## config.mk

```make
export PLATFORM = sky130hd
export DESIGN_NAME = wdog_tick_timer
export DESIGN_NICKNAME = d
export VERILOG_FILES = /design/src/rtl/wdog_pkg.sv /design/src/rtl/wdog_regs.sv /design/src/rtl/wdog_count.sv /design/src/rtl/wdog_status.sv /design/src/rtl/wdog_tick_timer.sv
export SDC_FILE = /design/constraint.sdc
export NUM_CORES = 1
export LEC_CHECK = 0
export BUFFER_PORTS_ARGS = -buffer_cell sky130_fd_sc_hd__buf_2
export CAP_MARGIN = 20
export CORE_MARGIN = 4
export CORE_UTILIZATION = 25
export DETAILED_ROUTE_END_ITERATION = 7
export SLEW_MARGIN = 20
export SYNTH_ARGS = -nofsm -noshare
export SYNTH_HDL_FRONTEND = slang
export SYNTH_HIERARCHICAL = 1
export SYNTH_SLANG_ARGS = --single-unit
```

## constraint.sdc

```tcl
create_clock -name clk -period 3 [get_ports clk]
set_input_delay 0.3 -clock clk [delete_from_list [all_inputs] [get_ports clk]]
set_output_delay 0.3 -clock clk [all_outputs]
set_load 0.03 [all_outputs]
```

## src/rtl/wdog_pkg.sv

```systemverilog
package wdog_pkg;

  // What the counter does on a given edge, in priority order.
  typedef enum logic [2:0] {
    ACT_IDLE   = 3'd0,
    ACT_LOAD   = 3'd1,
    ACT_RELOAD = 3'd2,
    ACT_DEC    = 3'd3,
    ACT_EXPIRE = 3'd4
  } wdog_act_e;

endpackage

```

## src/rtl/wdog_regs.sv

```systemverilog
module wdog_regs #(
  parameter int DATA_W = 8,
  parameter int TMO_W  = 6
) (
  input  logic              clk,
  input  logic              rst_n,
  input  logic              tick,
  input  logic              reg_wr,
  input  logic              reg_rd,
  input  logic [DATA_W-1:0] reg_wdata,
  output logic [DATA_W-1:0] reg_rdata,
  output logic [TMO_W-1:0]  shadow_tmo,
  output logic              mask_q,
  output logic              strobe_req,
  output logic              load_req
);

  localparam int GUARD_BIT = DATA_W - 1;
  localparam int RSTRT_BIT = DATA_W - 2;

  logic              tmo_wr_ok;
  logic [DATA_W-1:0] rd_word;

  // Timeout may change only if the guard was already clear before this write.
  assign tmo_wr_ok = reg_wr && !mask_q;

  always_ff @(posedge clk) begin
    if (!rst_n) begin
      mask_q     <= 1'b1;
      shadow_tmo <= '0;
    end else if (reg_wr) begin
      mask_q <= reg_wdata[GUARD_BIT];
      if (tmo_wr_ok) shadow_tmo <= reg_wdata[TMO_W-1:0];
    end
  end

  // Restart request lives exactly one cycle after the write.
  always_ff @(posedge clk) begin
    if (!rst_n) strobe_req <= 1'b0;
    else        strobe_req <= reg_wr && reg_wdata[RSTRT_BIT];
  end

  // Pending transfer of the shadow timeout; a write on the same edge as
  // a tick keeps it pending so the newest value loads on the next tick.
  always_ff @(posedge clk) begin
    if (!rst_n)         load_req <= 1'b0;
    else if (tmo_wr_ok) load_req <= 1'b1;
    else if (tick)      load_req <= 1'b0;
  end

  always_comb begin
    rd_word                = '0;
    rd_word[GUARD_BIT]     = mask_q;
    rd_word[TMO_W-1:0]     = shadow_tmo;
  end

  always_ff @(posedge clk) begin
    if (!rst_n)      reg_rdata <= '0;
    else if (reg_rd) reg_rdata <= rd_word;
  end

endmodule

```

## src/rtl/wdog_count.sv

```systemverilog
module wdog_count
  import wdog_pkg::*;
#(
  parameter int TMO_W = 6
) (
  input  logic             clk,
  input  logic             rst_n,
  input  logic             tick,
  input  logic             load_req,
  input  logic             strobe_req,
  input  logic [TMO_W-1:0] shadow_tmo,
  output logic [TMO_W-1:0] act_tmo,
  output logic             expire
);

  localparam logic [TMO_W-1:0] ONE = TMO_W'(1);

  logic [TMO_W-1:0] cnt_q;
  wdog_act_e        act;

  always_comb begin
    act = ACT_IDLE;
    if (tick && load_req)              act = ACT_LOAD;
    else if (strobe_req)               act = ACT_RELOAD;
    else if (tick && act_tmo != '0) begin
      if (cnt_q <= ONE)                act = ACT_EXPIRE;
      else                             act = ACT_DEC;
    end
  end

  assign expire = (act == ACT_EXPIRE);

  always_ff @(posedge clk) begin
    if (!rst_n) begin
      act_tmo <= '0;
      cnt_q   <= '0;
    end else begin
      case (act)
        ACT_LOAD: begin
          act_tmo <= shadow_tmo;
          cnt_q   <= shadow_tmo;
        end
        ACT_RELOAD: cnt_q <= act_tmo;
        ACT_EXPIRE: cnt_q <= act_tmo;
        ACT_DEC:    cnt_q <= cnt_q - ONE;
        default:    cnt_q <= cnt_q;
      endcase
    end
  end

endmodule

```

## src/rtl/wdog_status.sv

```systemverilog
module wdog_status (
  input  logic clk,
  input  logic rst_n,
  input  logic expire,
  input  logic irq_en,
  input  logic flag_clr,
  output logic wd_flag,
  output logic wd_irq
);

  // Setting outranks clearing so no expiry is ever lost.
  always_ff @(posedge clk) begin
    if (!rst_n)        wd_flag <= 1'b0;
    else if (expire)   wd_flag <= 1'b1;
    else if (flag_clr) wd_flag <= 1'b0;
  end

  always_ff @(posedge clk) begin
    if (!rst_n) wd_irq <= 1'b0;
    else        wd_irq <= expire && irq_en;
  end

endmodule

```

## src/rtl/wdog_tick_timer.sv

```systemverilog
module wdog_tick_timer #(
  parameter int DATA_W = 8,
  parameter int TMO_W  = 6
) (
  input  logic              clk,
  input  logic              rst_n,
  input  logic              tick_32hz,
  input  logic              reg_wr,
  input  logic              reg_rd,
  input  logic [DATA_W-1:0] reg_wdata,
  output logic [DATA_W-1:0] reg_rdata,
  input  logic              irq_en,
  input  logic              flag_clr,
  output logic              wd_flag,
  output logic              wd_irq
);

  logic [TMO_W-1:0] shadow_tmo;
  logic [TMO_W-1:0] act_tmo;
  logic             mask_q;
  logic             strobe_req;
  logic             load_req;
  logic             expire;

  wdog_regs #(.DATA_W(DATA_W), .TMO_W(TMO_W)) u_regs (
    .clk        (clk),
    .rst_n      (rst_n),
    .tick       (tick_32hz),
    .reg_wr     (reg_wr),
    .reg_rd     (reg_rd),
    .reg_wdata  (reg_wdata),
    .reg_rdata  (reg_rdata),
    .shadow_tmo (shadow_tmo),
    .mask_q     (mask_q),
    .strobe_req (strobe_req),
    .load_req   (load_req)
  );

  wdog_count #(.TMO_W(TMO_W)) u_count (
    .clk        (clk),
    .rst_n      (rst_n),
    .tick       (tick_32hz),
    .load_req   (load_req),
    .strobe_req (strobe_req),
    .shadow_tmo (shadow_tmo),
    .act_tmo    (act_tmo),
    .expire     (expire)
  );

  wdog_status u_status (
    .clk      (clk),
    .rst_n    (rst_n),
    .expire   (expire),
    .irq_en   (irq_en),
    .flag_clr (flag_clr),
    .wd_flag  (wd_flag),
    .wd_irq   (wd_irq)
  );

endmodule

```

# After elaboration in Yosys (flattened, before gate mapping)
# Index checks and enable logic that the tools add are counted.
# Widths: inputs -> output; s select.
# op_classes
addsub	1
magnitude_cmp	1
eq_ne	4
mux	9
reduce_logical	12
# op_table
operator	n
$pmux 6 s3	1
$mux 3	4
$eq 3x2->1 const B	2
$le 6x1->1 const B	1
$reduce_bool 6->1	1
$sub 6x1->6 const B	1
$logic_and 1x1->1	5
$mux 1	4
$reduce_bool 2->1	2
$eq 3x1->1 const B	1
$eq 3x3->1 const B	1
$reduce_bool 3->1	1
$reduce_and 2->1	1
$reduce_or 2->1	1
$logic_not 1->1	1
# totals
regBits	30
in_bits	15
output_inout_bits	10
word_cells	36

# Longest topological paths before layout
# Gate-level depths: netlist of the first run.
# logic_depth
word_depth	8
depth_mapped	7
depth_no_buf	7

# Hierarchy
# Netlist of the first run, hierarchy kept.
# by_module_without_submodules
mod	n_inst	cells_per_inst	area_each_um2
wdog_count	1	89	710.7
wdog_regs	1	60	628.1
wdog_status	1	5	67.6

# Least setup slack after synthesis of the first run
# OpenSTA, ideal clock, no wires.
# synth_timing
path_kind	register to register
start	reg u_count.cnt_q[0]
end	reg u_count.cnt_q[0]
arrival_ns	1.651
t_required_ns	2.923
path_slack_ns	1.272
stages_incl_launch_ff	8
cell_sequence	dfxtp_1 > inv_1 > ha_1 > nor2_1 > nor3_1 > or3_2 > a211o_1 > a41oi_2
# synth_between
elab_chain_len	8
# synth_rtl
item	line	text
start: declaration	wdog_count.sv:18	logic [TMO_W-1:0] cnt_q;
start signal: assignment	wdog_count.sv:41	cnt_q <= shadow_tmo;
start signal: assignment	wdog_count.sv:43	ACT_RELOAD: cnt_q <= act_tmo;
start signal: assignment	wdog_count.sv:44	ACT_EXPIRE: cnt_q <= act_tmo;
$le 6x1->1	wdog_count.sv:26	if (cnt_q <= ONE) act = ACT_EXPIRE;
$mux 3	wdog_count.sv:26	
$mux 3	wdog_count.sv:25	else if (tick && act_tmo != '0) begin
$mux 3	wdog_count.sv:24	else if (strobe_req) act = ACT_RELOAD;
$mux 3	wdog_count.sv:23	if (tick && load_req) act = ACT_LOAD;
$eq 3x2->1 / $eq 3x3->1 (equally long branches)	wdog_count.sv:38	case (act)
$reduce_or 2->1 (no line)	--	
$pmux 6 s3 / $reduce_bool 3->1 (equally long branches)	--	
# Parallel ways exist; a longest one is shown, timed or not.
# A chain may end at the register's enable or synchronous reset.

# Final worst setup path of the first run
# layout_timing
start	reg u_count.cnt_q[0]
end	reg u_count.cnt_q[1]
# Same word-level chain as after synthesis.

==> impl_results.md, run 1 <==
* Worst-path clk slew at 0.06 ns
* Post-CTS setup buffers at 0
* Leakage at 0.630 nW
* Clock Path Buffers at 2
* First-pass DRT Iterations at 4
* Residual DRC count at 0
* Final Max Tran Viols at 0
* Seq cells post-synth at 30
* MaxCap Viol Count at 0
* Final Hold Viols at 0
* Unrepaired setup endpoints after global routing: no
* Routability cong. at 0.823
* Final WL at ~2900 microns
* CP Launch Type: register
* Total track usage at 9.00%
* Share of cells above drive strength 1 at 21.5%
* Setup slack, reg-to-reg at roughly 0.98 ns
* Final Net Count at 193
* Sequential area share after synthesis at 42.7%
* H-tree levels at 2
* Largest net degree at the start of global routing at 29
* Worst r2r src: u_count/cnt_q[0]
* R2r worst-path depth at 7
* Final ANT Viol Nets at 0
* Initial antenna violation count at 0
* Crit path kind: register to register
* Clock sink total at 30
* Io pins at 25
* Crit. End Element: register
* Max Clk Rate at 0.494 GHz
* Area delta synth->final at 17.7%
* CTS tree: done
* Final period util at 67.4%
* Port bufs at 23
* TNS Setup at 0 ns
* DP Cell Count at approximately 240
* DR vias at 1113
* DP HPWL at 2070 microns
* Crit Reg-Reg Endpoint: u_count/cnt_q[1]
* Die Area at 6890 sq um
* CTS Buf Count at 5
* Peak VDD IR at 0.000271 V
* Post-Layout Cell Count at 249
* Mapped Cells at 154
* Die Span X at roughly 83 microns
* WL/cell at 11.5 microns
* Final worst path period need at ~2.0 ns
* Top FF cell, synth: dfxtp_1
* Number of synthesized flops with an enable pin at 0
* Post-Syn Area at around 1400 sq um
* Average size of a mapped cell at 9.13 sq um
* Hold buffer count at CTS at 0
* YS warnings at 6
* CP max FO at 6
* Fin Clk Skew at 0.00116 ns
* CTS root buffer: clkbuf_8
* Leading cell types in the layout, fill and taps excluded: nand2_1 (33), dfxtp_1 (30), buf_2 (23), mux2i_1 (14), nor2b_1 (9)
* Worst setup path end: u_count/cnt_q[1]
* # rows at 27
* First-pass GRT wire length at 5090 microns
* Worst Path Required at 3.21 ns
* Clk_lat worst skew at 0.28 ns
* Detailed Route Iter0 Violations at 43
* Cell area after layout at approximately 1700 sq um
* Post-CTS sizing at 0
* Fillers at around 600
* Syn_nets at 171
* Asr flop ratio synth at 0%
* Worst Hold Class: input port to register
* Outcome: completed
* Initial Utilization at 25.7%
* Vias in the first global route at 1113
* GRT overflow at 0
* ANT cells at 0
* CP Data Arrival Time at 2.23 ns
* Die H at 83 microns
* Final setup violation count at 0
* Core area at 5470 sq um
* Worst setup startpoint: u_count/cnt_q[0]
* Pwr Density at 495 nW/um^2
* Most common cell after layout, fill and taps aside: nand2_1
* Placed cell areas at 1560 sq um
* Slew HR at a little under half
* Worst-Margin Slew at 0.796 ns
* Synth unique cells at 40
* Vias/cell at 4.47
## layer usage
layer | GRT usage, % | vias up | wire length (microns)
met5 | 0 | - | 0
met4 | 4.31 | 0 | 68
met3 | 2.78 | 10 | 117
met2 | 13.6 | 26 | 1290
met1 | 11.6 | 497 | 1390
li1 | - | 580 | -
## critical path: stages, from the launching register on
cell	delay, ns
dfxtp_1	0.42
inv_1	0.07
ha_1	0.24
nor2_1	0.18
nor3_1	0.08
nor4_1	0.61
a222oi_1	0.20
a21oi_1	0.16
## stage by stage
stage	utilization [%]	hold WS [ns]	setup slack, ns	power (mW)
6_report	30.2	0.245	0.977	0.819
5_1_grt	30.2	0.259	0.727	0.860
4_1_cts	30.2	0.243	0.966	0.831
3_5_place_dp	28.6	0.467	0.990	0.497
3_3_place_gp	28.6	0.463	0.930	0.497
2_1_floorplan	-	0.417	1.27	0.478
## cell families (layout without fill, tap and decap cells)
family          after synthesis  in the layout  synth area share, %
compound gates               27             27                 14.6
xor+xnor                      4              4                 2.49
simple gates                 64             64                 23.8
buf+inv                      12             35                 4.45
other cells                   1              1                0.267
fa+ha+maj                     2              2                 1.78
flops                        30             30                 42.7
mux                          14             14                 9.96
## final cells by class
cell class	count	area (sq um)	area share (%)
Timing Repair Buffer	23	115	6.95
Inverter	4	15.0	0.907
Clock inverter	1	5.00	0.302
Sequential cell	30	601	36.3
Tap cell	72	90.1	5.44
Multi-Input combinational cell	112	743	44.9
Clock buffer	7	86.3	5.22
## synthesized netlist by cell type (2+ instances only)
| library cell | instances | area (sq um) |
|---|---|---|
| o21ai_0 | 3 | 15.0 |
| nor4_1 | 2 | 12.5 |
| buf_2 | 2 | 10.0 |
| buf_4 | 2 | 15.0 |
| clkbuf_1 | 3 | 11.3 |
| nor3_1 | 3 | 15.0 |
| inv_1 | 3 | 11.3 |
| xor2_1 | 3 | 26.3 |
| mux2i_1 | 14 | 140 |
| a21oi_1 | 8 | 40.0 |
| o21a_1 | 2 | 15.0 |
| nand2_1 | 33 | 124 |
| dfxtp_1 | 30 | 601 |
| or3_1 | 3 | 18.8 |
| nor2_1 | 2 | 7.51 |
| nor2b_4 | 2 | 27.5 |
| nor2b_1 | 9 | 56.3 |
| a41oi_1 | 3 | 26.3 |
| o211ai_1 | 5 | 37.5 |
| ha_1 | 2 | 25.0 |
## power by group
group | internal, mW | switching (mW) | leakage, nW
sequential | 0.408 | 0.00945 | 0.243
combinational | 0.0307 | 0.0403 | 0.339
clock | 0.185 | 0.146 | 0.0482
total | 0.623 | 0.196 | 0.630
## state kept, by name, summed over array words and instances (netlist names)
name and cells:
u_regs/strobe_req 1, u_regs/load_req 1, u_status/wd_flag 1, u_status/wd_irq 1, u_count/act_tmo 6, u_regs/shadow_tmo 6, u_count/cnt_q 6, u_regs/reg_rdata 7
u_regs/mask_q 1
## how the worst min path moves through the flow
stage                                 endpoint  slack [ns]  cells after the start                 start
final                            u_regs/mask_q        0.25                      3          reg_wdata[7]
after global placement    u_regs/shadow_tmo[4]        0.46                      2  u_regs/shadow_tmo[4]
after floorplan               u_status/wd_flag        0.42                      1                 rst_n
after global routing             u_regs/mask_q        0.26                      3          reg_wdata[7]
after CTS                        u_regs/mask_q        0.24                      3          reg_wdata[7]
after detailed placement    u_count/act_tmo[5]        0.47                      2    u_count/act_tmo[5]
Note: power is estimated with default switching activity, not from simulation.
==> run 2: changes to the inputs <==
==> constraint.sdc (replaced) <==
create_clock -name clk -period 1.8 [get_ports clk]
set_input_delay 0.18 -clock clk [delete_from_list [all_inputs] [get_ports clk]]
set_output_delay 0.18 -clock clk [all_outputs]
set_load 0.03 [all_outputs]
==> impl_results.md, run 2 (synthesized netlist as in run 1, its figures left out) <==
* Final worst path period need at 1.81 ns (-0.217 ns)
* Worst Hold Class: input port to register
* Share of cells above drive strength 1 at 30.7% (+9.2 points)
* Final Hold Viols at 0 (unchanged)
* Unrepaired setup endpoints after global routing: yes
* H-tree levels at 2 (unchanged)
* DR vias at 1154 (+3.7%)
* Area delta synth->final at 27.3%
* Worst setup margin at -0.00649 ns (-0.983 ns)
* Vias/cell at 4.42 (-1.1%)
* Clock Path Buffers at 2 (unchanged)
* Final Net Count at 205 (+6.2%)
* Fin Clk Skew at 0.00293 ns (+0.00177 ns)
* Final ANT Viol Nets at 0 (unchanged)
* Sw Share at 24.3% (+0.43 points)
* Die Span X at 83 microns (unchanged)
* Setup slack, reg-to-reg at -0.006 ns (-0.98 ns)
* Routability cong. at 0.801 (-2.7%)
* Cell area after layout at 1790 sq um (+8.2%)
* TNS Setup at -0.00649 ns (-0.00649 ns)
* # rows at 27 (unchanged)
* Crit path kind: register to register
* DP HPWL at 2240 microns (+8.3%)
* First-pass GRT wire length at 5280 microns (+3.7%)
* Largest net degree at the start of global routing at 22 (-24%)
* Top reg by flops: u_regs/reg_rdata
* Sw power at 339 uW (+73%)
* Clock power frac at 39.9% (-0.5 points)
* Peak VDD IR at 0.000601 V (+120%)
* Crit. End Element: register
* Most common cell after layout, fill and taps aside: nand2_1
* Detailed Route Iter0 Violations at 26 (-40%)
* Worst Path Required at 1.95 ns (-1.26 ns)
* Pwr Density at 777 nW/um^2 (+57%)
* Worst-path clk slew at 0.06 ns (about the same)
* Sequential power share at 49.6% (-1.4 points)
* GRT overflow at 0 (unchanged)
* Clock sink total at 30 (unchanged)
* Outcome: finished, violations left
* Placed cell areas at 1650 sq um (+5.3%)
* Final Max Tran Viols at 0 (unchanged)
* Final setup violation count at 1 (+1)
* WL/cell at 11.7 microns (+1.7%)
* First-pass DRT Iterations at 4 (unchanged)
* Internal power at 1.05 mW (+69%)
* Io pins at 25 (unchanged)
* Port bufs at 23 (unchanged)
* Post-Layout Cell Count at 261 (+4.8%)
* CP Launch Type: register
* CTS Buf Count at 5 (unchanged)
* Core area at 5470 sq um (unchanged)
* Total track usage at 9.19% (+0.19 points)
* Max reg flops at 7 (unchanged)
* Final WL at 3060 microns (+6.6%)
* Hold buffer count at CTS at 0 (unchanged)
* Vias in the first global route at 1200 (+7.8%)
* Die Area at 6890 sq um (unchanged)
* Final period util at 100% (+33 points)
* Clk_lat worst skew at 0.28 ns (about the same)
* Comb pwr share at 10.6% (+1.9 points)
* Initial Utilization at 25.7% (unchanged)
* Layout Utilization at 32.7% (+2.5 points)
* Design Power at 1.39 mW (+70%)
* Max Clk Rate at 0.554 GHz (+12%)
* CP Data Arrival Time at 1.96 ns (-0.27 ns)
* DP Cell Count at 252 (+4.6%)
* Initial antenna violation count at 0 (unchanged)
* Leakage at 0.702 nW (+11%)
* Residual DRC count at 0 (unchanged)
* Leading cell types in the layout, fill and taps excluded: nand2_1 (33), dfxtp_1 (27), buf_2 (23), mux2i_1 (14), buf_4 (11)
* Violated checks: negative setup slack
* ANT cells at 0 (unchanged)
* Die H at 83 microns (unchanged)
* CP max FO at 5 (-1)
* CTS root buffer: clkbuf_8
* MaxCap Viol Count at 0 (unchanged)
* CTS tree: done
-- run 2: cell types whose count changed in the layout (fill, tap and decap cells not counted), sizes merged --
| cell | before | now |
|---|---|---|
| buf | 23 | 35 |
-- run 2: worst paths after layout --
check / cells after the start / to / start
max: 6 / u_count/cnt_q[5] / u_count/act_tmo[5]
min: 3 / u_regs/mask_q / reg_wdata[7]
min reg2reg: 2 / u_count/act_tmo[5] / u_count/act_tmo[5]
max reg2reg: 6 / u_count/cnt_q[5] / u_count/act_tmo[5]
-- run 2: power groups by stage --
stage | logic [mW] | registers [mW] | clock network, mW
2_1_floorplan | 0.0833 | 0.713 | 0
3_3_place_gp | 0.142 | 0.705 | 0
3_5_place_dp | 0.141 | 0.706 | 0
4_1_cts | 0.143 | 0.690 | 0.572
5_1_grt | 0.163 | 0.692 | 0.596
6_report | 0.147 | 0.689 | 0.555
-- run 2: critical path, stage by stage (launching register included) --
cell	delay [ns]
dfxtp_2	0.32
or4_4	0.56
o31ai_4	0.27
buf_6	0.15
nor2_4	0.05
o211ai_1	0.19
a41oi_1	0.14
-- run 2: routing by layer --
metal	wire (microns)	share of wire (%)	global-route usage, %	vias up
met3	154	5.0	3.17	4
li1	-	-	-	601
met5	0	0	0	-
met2	1490	49	16.2	23
met4	42	1.4	3.12	0
met1	1370	45	10.2	526
-- run 2: timing repair --
action	4_1_cts	5_1_grt
resized for setup	3	8
setup buffers	0	1
endpoints found under the setup margin	6	8
pin swaps	1	4
-- run 2: area by class of cell --
cell class / instances / area, sq um
Sequential cell: 30 / 607
Tap cell: 72 / 90.1
Fill cell: 592 / 3680
Timing Repair Buffer: 35 / 209
Multi-Input combinational cell: 112 / 778
Clock buffer: 7 / 86.3
Inverter: 4 / 15.0
Clock inverter: 1 / 5.00
-- run 2: per-stage QoR --
step	hold slack, ns	worst slack [ns]
after global placement	0.406	-0.142
after global routing	0.138	-0.0919
after detailed placement	0.404	-0.112
after floorplan	0.297	0.0716
after CTS	0.119	-0.00212
final	0.122	-0.00649
